--- src/rtl/adc_rd_pkg.sv ---
package adc_rd_pkg;

    typedef enum logic [1:0] {
        ST_IDLE  = 2'd0,
        ST_START = 2'd1,
        ST_WAIT  = 2'd2,
        ST_READ  = 2'd3
    } rd_state_e;

    function automatic int unsigned max3(input int unsigned a, input int unsigned b,
                                         input int unsigned c);
        int unsigned m;
        m = (a > b) ? a : b;
        return (m > c) ? m : c;
    endfunction

endpackage

--- src/rtl/adc_rd_sync.sv ---
module adc_rd_sync #(
    parameter int STAGES = 2
) (
    input  logic clk,
    input  logic rst_n,
    input  logic din,
    output logic dout,
    output logic fell
);
    logic [STAGES:0] chain;
    logic            prev_q;

    assign chain[0] = din;

    genvar g;
    generate
        for (g = 0; g < STAGES; g++) begin : g_stage
            logic stage_q;
            always_ff @(posedge clk or negedge rst_n) begin
                if (!rst_n) stage_q <= 1'b0;
                else        stage_q <= chain[g];
            end
            assign chain[g+1] = stage_q;
        end
    endgenerate

    always_ff @(posedge clk or negedge rst_n) begin
        if (!rst_n) prev_q <= 1'b0;
        else        prev_q <= chain[STAGES];
    end

    assign dout = chain[STAGES];
    assign fell = prev_q & ~chain[STAGES];
endmodule

--- src/rtl/adc_rd_timer.sv ---
module adc_rd_timer #(
    parameter int W = 8
) (
    input  logic         clk,
    input  logic         rst_n,
    input  logic         load,
    input  logic [W-1:0] load_val,
    output logic         zero
);
    logic [W-1:0] cnt_d, cnt_q;

    always_comb begin
        cnt_d = cnt_q;
        if (load)             cnt_d = load_val;
        else if (cnt_q != '0) cnt_d = cnt_q - 1'b1;
    end

    always_ff @(posedge clk or negedge rst_n) begin
        if (!rst_n) cnt_q <= '0;
        else        cnt_q <= cnt_d;
    end

    assign zero = (cnt_q == '0);
endmodule

--- src/rtl/adc_rd_ctrl.sv ---
module adc_rd_ctrl
    import adc_rd_pkg::*;
#(
    parameter int DATA_W       = 12,
    parameter int CONV_LOW_CYC = 2,
    parameter int ACQ_CYC      = 14,
    parameter int RD_SETUP_CYC = 2,
    parameter int BUSY_TIMEOUT = 64,
    parameter int SYNC_STAGES  = 2
) (
    input  logic              clk,
    input  logic              rst_n,
    input  logic              req_i,
    input  logic              busy_i,
    input  logic [DATA_W-1:0] bus_i,
    output logic              convst_n_o,
    output logic              cs_n_o,
    output logic              rd_n_o,
    output logic [DATA_W-1:0] data_o,
    output logic              valid_o,
    output logic              err_o
);
    localparam int PH_MAX = max3(CONV_LOW_CYC, RD_SETUP_CYC, BUSY_TIMEOUT);
    localparam int PH_W   = $clog2(PH_MAX + 1);
    localparam int ACQ_W  = $clog2(ACQ_CYC + 1);

    typedef struct packed {
        rd_state_e         st;
        logic              pend;
        logic              dummy;
        logic              err;
        logic              valid;
        logic [DATA_W-1:0] data;
        logic              convst_n;
        logic              cs_n;
        logic              rd_n;
    } ctrl_t;

    ctrl_t            r_d, r_q;
    logic             busy_s, busy_fell;
    logic             ph_load, ph_zero;
    logic [PH_W-1:0]  ph_val;
    logic             acq_load, acq_zero;

    adc_rd_sync #(.STAGES(SYNC_STAGES)) u_sync (
        .clk(clk), .rst_n(rst_n), .din(busy_i), .dout(busy_s), .fell(busy_fell)
    );

    adc_rd_timer #(.W(PH_W)) u_phase (
        .clk(clk), .rst_n(rst_n), .load(ph_load), .load_val(ph_val), .zero(ph_zero)
    );

    adc_rd_timer #(.W(ACQ_W)) u_acq (
        .clk(clk), .rst_n(rst_n), .load(acq_load),
        .load_val(ACQ_W'(ACQ_CYC)), .zero(acq_zero)
    );

    always_comb begin
        r_d      = r_q;
        r_d.valid = 1'b0;
        ph_load  = 1'b0;
        ph_val   = '0;
        acq_load = 1'b0;
        if (req_i) r_d.pend = 1'b1;

        unique case (r_q.st)
            ST_IDLE: begin
                if ((r_q.pend || req_i || r_q.dummy) && acq_zero) begin
                    r_d.st  = ST_START;
                    ph_load = 1'b1;
                    ph_val  = PH_W'(CONV_LOW_CYC - 1);
                    if (!r_q.dummy) r_d.pend = 1'b0;
                end
            end
            ST_START: begin
                if (ph_zero) begin
                    r_d.st  = ST_WAIT;
                    ph_load = 1'b1;
                    ph_val  = PH_W'(BUSY_TIMEOUT);
                end
            end
            ST_WAIT: begin
                if (busy_fell) begin
                    r_d.st   = ST_READ;
                    ph_load  = 1'b1;
                    ph_val   = PH_W'(RD_SETUP_CYC - 1);
                    acq_load = 1'b1;
                end else if (ph_zero) begin
                    r_d.st  = ST_IDLE;
                    r_d.err = 1'b1;
                end
            end
            ST_READ: begin
                if (ph_zero) begin
                    r_d.st    = ST_IDLE;
                    r_d.data  = bus_i;
                    r_d.valid = !r_q.dummy;
                    r_d.dummy = 1'b0;
                    r_d.err   = 1'b0;
                end
            end
            default: r_d.st = ST_IDLE;
        endcase

        r_d.convst_n = (r_d.st != ST_START);
        r_d.cs_n     = (r_d.st != ST_READ);
        r_d.rd_n     = !(r_d.st == ST_READ);
    end

    always_ff @(posedge clk or negedge rst_n) begin
        if (!rst_n) begin
            r_q          <= '0;
            r_q.st       <= ST_IDLE;
            r_q.dummy    <= 1'b1;
            r_q.convst_n <= 1'b1;
            r_q.cs_n     <= 1'b1;
            r_q.rd_n     <= 1'b1;
        end else begin
            r_q <= r_d;
        end
    end

    assign convst_n_o = r_q.convst_n;
    assign cs_n_o     = r_q.cs_n;
    assign rd_n_o     = r_q.rd_n;
    assign data_o     = r_q.data;
    assign valid_o    = r_q.valid;
    assign err_o      = r_q.err;

    // strobes move together and never while converter busy
    p_strobe_pair_r4: assert property (@(posedge clk) disable iff (!rst_n)
        cs_n_o == rd_n_o);
    p_no_read_busy_r4: assert property (@(posedge clk) disable iff (!rst_n)
        !rd_n_o |-> !busy_s);
    // start pulse never overlaps a read
    p_start_no_read_r2: assert property (@(posedge clk) disable iff (!rst_n)
        !convst_n_o |-> rd_n_o);
    // start edge only after acquisition counter expired
    p_acq_gap_r6: assert property (@(posedge clk) disable iff (!rst_n)
        $fell(convst_n_o) |-> $past(acq_zero));
    // a timeout leaves all strobes idle
    p_err_idle_r8: assert property (@(posedge clk) disable iff (!rst_n)
        $rose(err_o) |-> (convst_n_o && rd_n_o && !valid_o));
    // valid is a single-cycle pulse
    p_valid_pulse_r9: assert property (@(posedge clk) disable iff (!rst_n)
        valid_o |=> !valid_o);
    // valid follows a read
    p_valid_after_read_r5: assert property (@(posedge clk) disable iff (!rst_n)
        valid_o |-> $past(!rd_n_o));
endmodule

--- config.mk ---
export PLATFORM = sky130hd
export DESIGN_NAME = adc_rd_ctrl
export DESIGN_NICKNAME = d
export VERILOG_FILES = /design/src/rtl/adc_rd_pkg.sv /design/src/rtl/adc_rd_sync.sv /design/src/rtl/adc_rd_timer.sv /design/src/rtl/adc_rd_ctrl.sv
export SDC_FILE = /design/constraint.sdc
export NUM_CORES = 1
export LEC_CHECK = 0
export ABC_AREA = 0
export BUFFER_PORTS_ARGS = -buffer_cell sky130_fd_sc_hd__buf_2
export CORE_MARGIN = 4
export CORE_UTILIZATION = 40
export DETAILED_ROUTE_END_ITERATION = 16
export GPL_ROUTABILITY_DRIVEN = 1
export RECOVER_POWER = 100
export SLEW_MARGIN = 20
export SYNTH_ARGS = -nofsm -noshare
export SYNTH_HDL_FRONTEND = slang
export SYNTH_HIERARCHICAL = 1
export SYNTH_SLANG_ARGS = --single-unit
--- constraint.sdc ---
create_clock -name clk -period 2.6 [get_ports clk]
set_clock_uncertainty 0.15 [all_clocks]
set_input_delay 0.26 -clock clk [delete_from_list [all_inputs] [get_ports clk]]
set_output_delay 0.26 -clock clk [all_outputs]
set_load 0.03 [all_outputs]
==> results of run 1 <==
routing by layer:
metal / track usage / vias to the layer above / part of all wire
met2: 0.204 / 22 / 0.49
met4: 0.0533 / 0 / 0.016
li1: - / 536 / -
met5: 0 / - / 0
met1: 0.153 / 515 / 0.44
met3: 0.0441 / 5 / 0.053
registers in the layout (all words and copies together) (netlist names), 4 cells and up:
signal,count
r_q,4
data_o,12
u_acq/cnt_q,4
u_phase/cnt_q,7
synth_stat cells, drive strengths merged (3+ instances only):
cell type,n
dfrtp,31
buf,15
mux2,13
inv,7
nand2,7
o21ai,7
nor2,4
nor2b,4
nor3,4
o31ai,4
dfstp,3
ha,3
nor3b,3
xnor2,3
cells by family after synthesis:
group                    count (synthesis)
AND/OR/NAND/NOR                         35
flip-flops                              34
XOR/XNOR                                 3
adder cells (fa/ha/maj)                  3
other                                    2
multiplexers                            15
AO/OA/AOI/OAI                           25
buffers and inverters                   24
power breakdown:
part	total, W	leakage [nW]	switching, W	internal (W)
clock network	0.000400	0.0472	0.000188	0.000213
registers	0.000954	0.398	0.000182	0.000772
logic	0.000990	0.368	0.000594	0.000396
layout make-up:
class,instances,area (um^2),area share
flip-flops and latches,34,855,0.454
inverters,7,26.3,0.0140
multi-input cells,90,682,0.362
clock buffers,6,82.6,0.0439
well taps,50,62.6,0.0332
repair buffers,35,163,0.0864
clock inverters,2,12.5,0.00664
what timing repair did:
action / in CTS / in global routing
hold buffers: 2 / 0
hold endpoints to repair: 32 / 0
setup endpoints to repair: 0 / 2
resized for setup: 0 / 1
per-stage QoR:
| step | setup WS, ns | util |
|---|---|---|
| after detailed placement | 0.146 | 0.448 |
| after global placement | 0.235 | 0.448 |
| after floorplan | 0.192 | - |
| final | 0.175 | 0.467 |
| after CTS | 0.128 | 0.476 |
| after global routing | 0.0315 | 0.467 |
worst max path at each step:
stage / from / endpoint / depth (start not counted)
after floorplan: u_phase/cnt_q[3] / u_phase/cnt_q[5] / 8
after global placement: u_phase/cnt_q[3] / data_o[4] / 5
after detailed placement: u_phase/cnt_q[3] / data_o[10] / 5
after CTS: u_phase/cnt_q[3] / data_o[3] / 5
after global routing: u_acq/cnt_q[0] / u_phase/cnt_q[1] / 8
final: u_phase/cnt_q[3] / data_o[10] / 5
==> impl_metrics.csv, run 1 <==
group,metric,value,unit
status,outcome,"completed",
setup_path,crit_family,"simple AND/OR/NAND/NOR gates",
floorplanning,core,4030,um^2
grt,grt_use_total,0.126,
synth,synth_compound_area_frac,0.110,
synth,synth_edf_count,0,
cts,clock_path_buffers,2,
grt,grt_max_degree,35,
floorplanning,num_rows,23,
layout,nets,192,
synth,synth.distinct_cells,46,
timing,rsz0062_at_grt,"false",
timing,min_period,2.43,ns
drt,wirelength,2910,um
synth,yosys.area_share.adder,0.0224,
synth,synth-xor-area-share,0.0157,
setup_path,r2r_cells,5,
synth,netlist_area,1680,um^2
floorplanning,start_util,0.416,
synth,synth_seq_cells,34,
setup_path,cpPeakStageDelay,0.58,ns
timing,setup-violations-final,0,
setup_path,worst-path-max-fanout,15,
pwr,power.leakage,0.814,nW
cts,post_cts_buffers,0,
layout,final_area,1880,um^2
layout,final_cells,224,
placement,dpl_cell_area,1800,um^2
layout,layout-area-overhead-vs-synth,12.4,%
run,drv_cap,0,
setup_path,r2r-end,"data_o[10]",
worst_hold_path,hold_path_startpoint,"bus_i[7]",
grt,grt_pass1_wl,5190,um
synth,synth_area_leaders,"dfrtp_1 (46%), mux2_2 (8.7%), buf_4 (5.8%)",
placement,io_buffers,32,
setup_path,r2r-start,"u_phase/cnt_q[3]",
worst_hold_path,hold_path_depth,2,
layout,drive_gt1_frac,0.287,
synth,synthFlopType,"dfrtp_1",
floorplanning,die_x,72.7,um
layout,fillers,415,
pwr,peakVddDrop,436,uV
placement,place.gp.congestion,0.727,
timing,tightestPinTransition,0.843,ns
timing,holdWs,0.0579,ns
setup_path,startpoint_type,"flop",
floorplanning,die_y,72.7,um
setup_path,crit_arrival,2.44,ns
drt,ant_nets,0,
timing,finalSetupTns,0,ns
setup_path,crit_type,"reg -> reg",
cts,cts_root_buf,"clkbuf_8",
grt,grt_pass1_vias,1150,
setup_path,rrSetupSlack,0.17,ns
drt,drc,0,
synth,synth.mux.area_fraction,0.0993,
cts,clk_pin_slew,0.07,ns
worst_hold_path,holdPathEnd,"data_o[7]",
synth,yosysSeqAreaShare,0.510,
timing,drv_slew,0,
timing,fmax,412,MHz
synth,synth.top_cell.area_share,0.463,
synth,synth-simple-area-share,0.146,
drt,vias_per_cell,4.81,
timing,relSlewSlack,0.438,
setup_path,cpMaxStageDelayCell,"or4_4",
layout,diodes,0,
pwr,power_density,1240,nW/um^2
cts,tritoncts,"done",
synth,avgSynthCellArea,11.9,um^2
synth,syn_inst,141,
cts,cts_buffers,5,
cts,clock_sinks,34,
cts,htreeDepth,2,
grt,antenna_found_initial,0,
drt,dr.pass1.iters,3,
timing,finalHoldViolCount,0,
drt,wl_per_cell,13.0,um
pwr,power,0.00234,W
synth,synthArstFlopShare,1.00,
floorplanning,die-area,5290,um^2
timing,post-route-period-util,0.933,
setup_path,required,2.62,ns
layout,layout_commonest_cell,"dfrtp_1",
worst_hold_path,hold_class,"in -> reg",
setup_path,path_cells,"or4_4 -> nor2_2 -> clkbuf_1 -> nand3_2 -> mux2_2",
setup_path,cp_num_buf_inv,1,
drt,via_count,1078,
drt,drtIter0Drc,49,
synth,ys_warn_count,6,
cts,clk_latency,0.28,ns
placement,dp_hpwl,2120,um
grt,gr-total-overflow,0,
floorplanning,ios,33,
setup_path,critPathCaptureType,"flop",
placement,dp_cells,214,
layout,final_cell_mix,"dfrtp_1 (31), clkbuf_1 (18), buf_2 (14), mux2_2 (13), conb_1 (9)",
synth,synth_top_cell_by_area,"dfrtp_1",
synth,synth_top_family_by_area,"simple AND/OR/NAND/NOR gates",
Note: power is estimated with default switching activity, not from simulation.
==> run 2: changes to the inputs <==
CORE_UTILIZATION = 49   (was 40)
PLACE_DENSITY = 0.75   (was unset)
==> run 2 against run 1 <==
The flow now finishes with violations (capacitance limit, slew limit). Core utilization grew 13 points. Power down 3.6%. Clock-buffer cell count grew 1. Maximum frequency increased by 1.0%. Setup slack better by 0.025 ns. Clock power is 25% lower. Via count increased by 4.4%. Critical path depth rose by 3. Hold slack lost 0.046 ns. Largest cell class unchanged.
==> impl_metrics.csv, run 2 (synthesis results as in run 1) <==
group,metric,value,unit
cts,cts_root_buf,"clkbuf_4",
setup_path,startpoint_type,"flop",
cts,cts-resized-gates,0,
drt,wl_met2,1510,um
worst_hold_path,holdPathEnd,"data_o[0]",
grt,grt_use_total,0.150,
setup_path,r2r-end,"u_phase/cnt_q[1]",
cts,post_cts_buffers,0,
timing,finalHoldViolCount,0,
timing,relSlewSlack,-0.170,
layout,final_cell_mix,"dfrtp_1 (31), clkbuf_1 (20), buf_2 (14), mux2_2 (13), conb_1 (9)",
run,drv_cap,1,
grt,antenna_found_initial,0,
drt,via_count,1125,
floorplanning,num_rows,20,
drt,wl_met1,1250,um
setup_path,critPathCaptureType,"flop",
grt,grt_pass1_vias,1132,
setup_path,worst-path-max-fanout,14,
placement,dp_hpwl,2090,um
timing,post-route-period-util,0.923,
timing,fin_ws,0.200,ns
setup_path,cpPeakStageDelay,0.44,ns
timing,min_period,2.40,ns
drt,wl_per_cell,13.2,um
setup_path,cpMaxStageDelayCell,"or3b_1",
timing,rsz0062_at_grt,"false",
layout,nets,196,
floorplanning,core,3150,um^2
grt,gr-total-overflow,0,
timing,fmax,417,MHz
pwr,power.leakage,0.815,nW
floorplanning,start_util,0.531,
timing,setup-violations-final,0,
placement,io_buffers,32,
timing,drv_slew,35,
cts,cts_buffers,5,
layout,largest_reg_flops,12,
drt,wl_met3,157,um
drt,highest_layer,"met4",
timing,tightestPinTransition,1.76,ns
drt,dr.pass1.iters,4,
grt,grt_pass1_wl,5030,um
drt,ant_nets,0,
setup_path,crit_type,"reg -> reg",
drt,drtIter0Drc,93,
cts,hold_buffers,4,
worst_hold_path,hold_path_depth,2,
pwr,peakVddDrop,629,uV
cts,htreeDepth,2,
floorplanning,die_y,66.5,um
cts,clock_sinks,34,
cts,clock_path_buffers,2,
floorplanning,die-area,4420,um^2
layout,drive_gt1_frac,0.264,
setup_path,required,2.68,ns
placement,pre_cts_slack,0.208,ns
setup_path,path_cells,"inv_1 -> ha_1 -> nor3b_4 -> or3b_1 -> o21ai_2 -> or2_2 -> a31oi_1 -> a22o_1",
floorplanning,die_x,66.5,um
status,outcome,"finished, violations left",
setup_path,crit_arrival,2.48,ns
worst_hold_path,hold_path_startpoint,"bus_i[0]",
layout,layout_commonest_cell,"dfrtp_1",
layout,post-route-util,0.596,
cts,clk_latency,0.32,ns
placement,place.gp.congestion,0.697,
layout,layout-area-overhead-vs-synth,12.2,%
pwr,power_density,1200,nW/um^2
status,violations,"capacitance limit, slew limit",
setup_path,rrSetupSlack,0.20,ns
drt,drc,0,
drt,vias_per_cell,5.07,
grt,grt_max_degree,35,
drt,wirelength,2940,um
cts,tritoncts,"done",
floorplanning,ios,33,
timing,finalSetupTns,0,ns
worst_hold_path,hold_class,"in -> reg",
layout,diodes,0,
cts,clk_pin_slew,0.10,ns
setup_path,r2r-start,"u_acq/cnt_q[0]",
setup_path,r2r_cells,8,
==> run 2: cell count changes in the layout (fill, tap and decap cells not counted), moves of 2 or more <==
cell | previous run | this run
clkbuf_4 | 0 | 5
clkbuf_8 | 6 | 1
clkbuf_1 | 18 | 20
dlygate4sd3_1 | 2 | 6
==> run 2: worst max-delay path by stage <==
stage | slack (ns) | end | startpoint
6_report | 0.20 | u_phase/cnt_q[1] | u_acq/cnt_q[0]
4_1_cts | 0.19 | u_phase/cnt_q[1] | u_phase/cnt_q[3]
3_3_place_gp | 0.31 | u_phase/cnt_q[1] | u_phase/cnt_q[3]
2_1_floorplan | 0.19 | u_phase/cnt_q[5] | u_phase/cnt_q[3]
5_1_grt | 0.04 | u_phase/cnt_q[1] | u_acq/cnt_q[0]
3_5_place_dp | 0.21 | u_phase/cnt_q[1] | u_phase/cnt_q[3]
==> run 2: critical path, delay by kind of cell, from the launching register on <==
family,cells,cell delay [ns]
adders and majority gates,1,0.21
buffers and inverters,1,0.10
AOI/OAI and AO/OA,3,0.46
and+or+nand+nor,3,0.99
DFF,1,0.39
==> run 2: report_power, final <==
part           leakage, nW  total [W]  internal [W]  switching (W)
Sequential           0.398   0.000958      0.000770       0.000188
Clock               0.0353   0.000300      0.000131       0.000169
Combinational        0.381    0.00100      0.000404       0.000598
==> run 2: routing by layer <==
| metal | vias up | GRT usage |
|---|---|---|
| met4 | 0 | 0.0609 |
| met5 | - | 0 |
| li1 | 549 | - |
| met3 | 4 | 0.0405 |
| met1 | 544 | 0.173 |
| met2 | 28 | 0.261 |
==> run 2: metrics by stage <==
step	area [um^2]	power [W]	hold WS, ns	std cells
CTS	1900	0.00232	0.000332	220
floorplan	1700	0.00188	-0.186	148
global route	1880	0.00243	0.00100	222
global placement	1800	0.00194	0.184	208
detailed placement	1800	0.00199	0.185	208
finish	1880	0.00226	0.0120	222
==> run 2: final cells by class <==
cell class,count,area (um^2)
timing repair buffer,39,201
tap,44,55.1
inverter,7,26.3
fill,289,1270
clock buffer,7,55.1
multi-input combinational,90,683
sequential,34,855
clock inverter,1,5.00
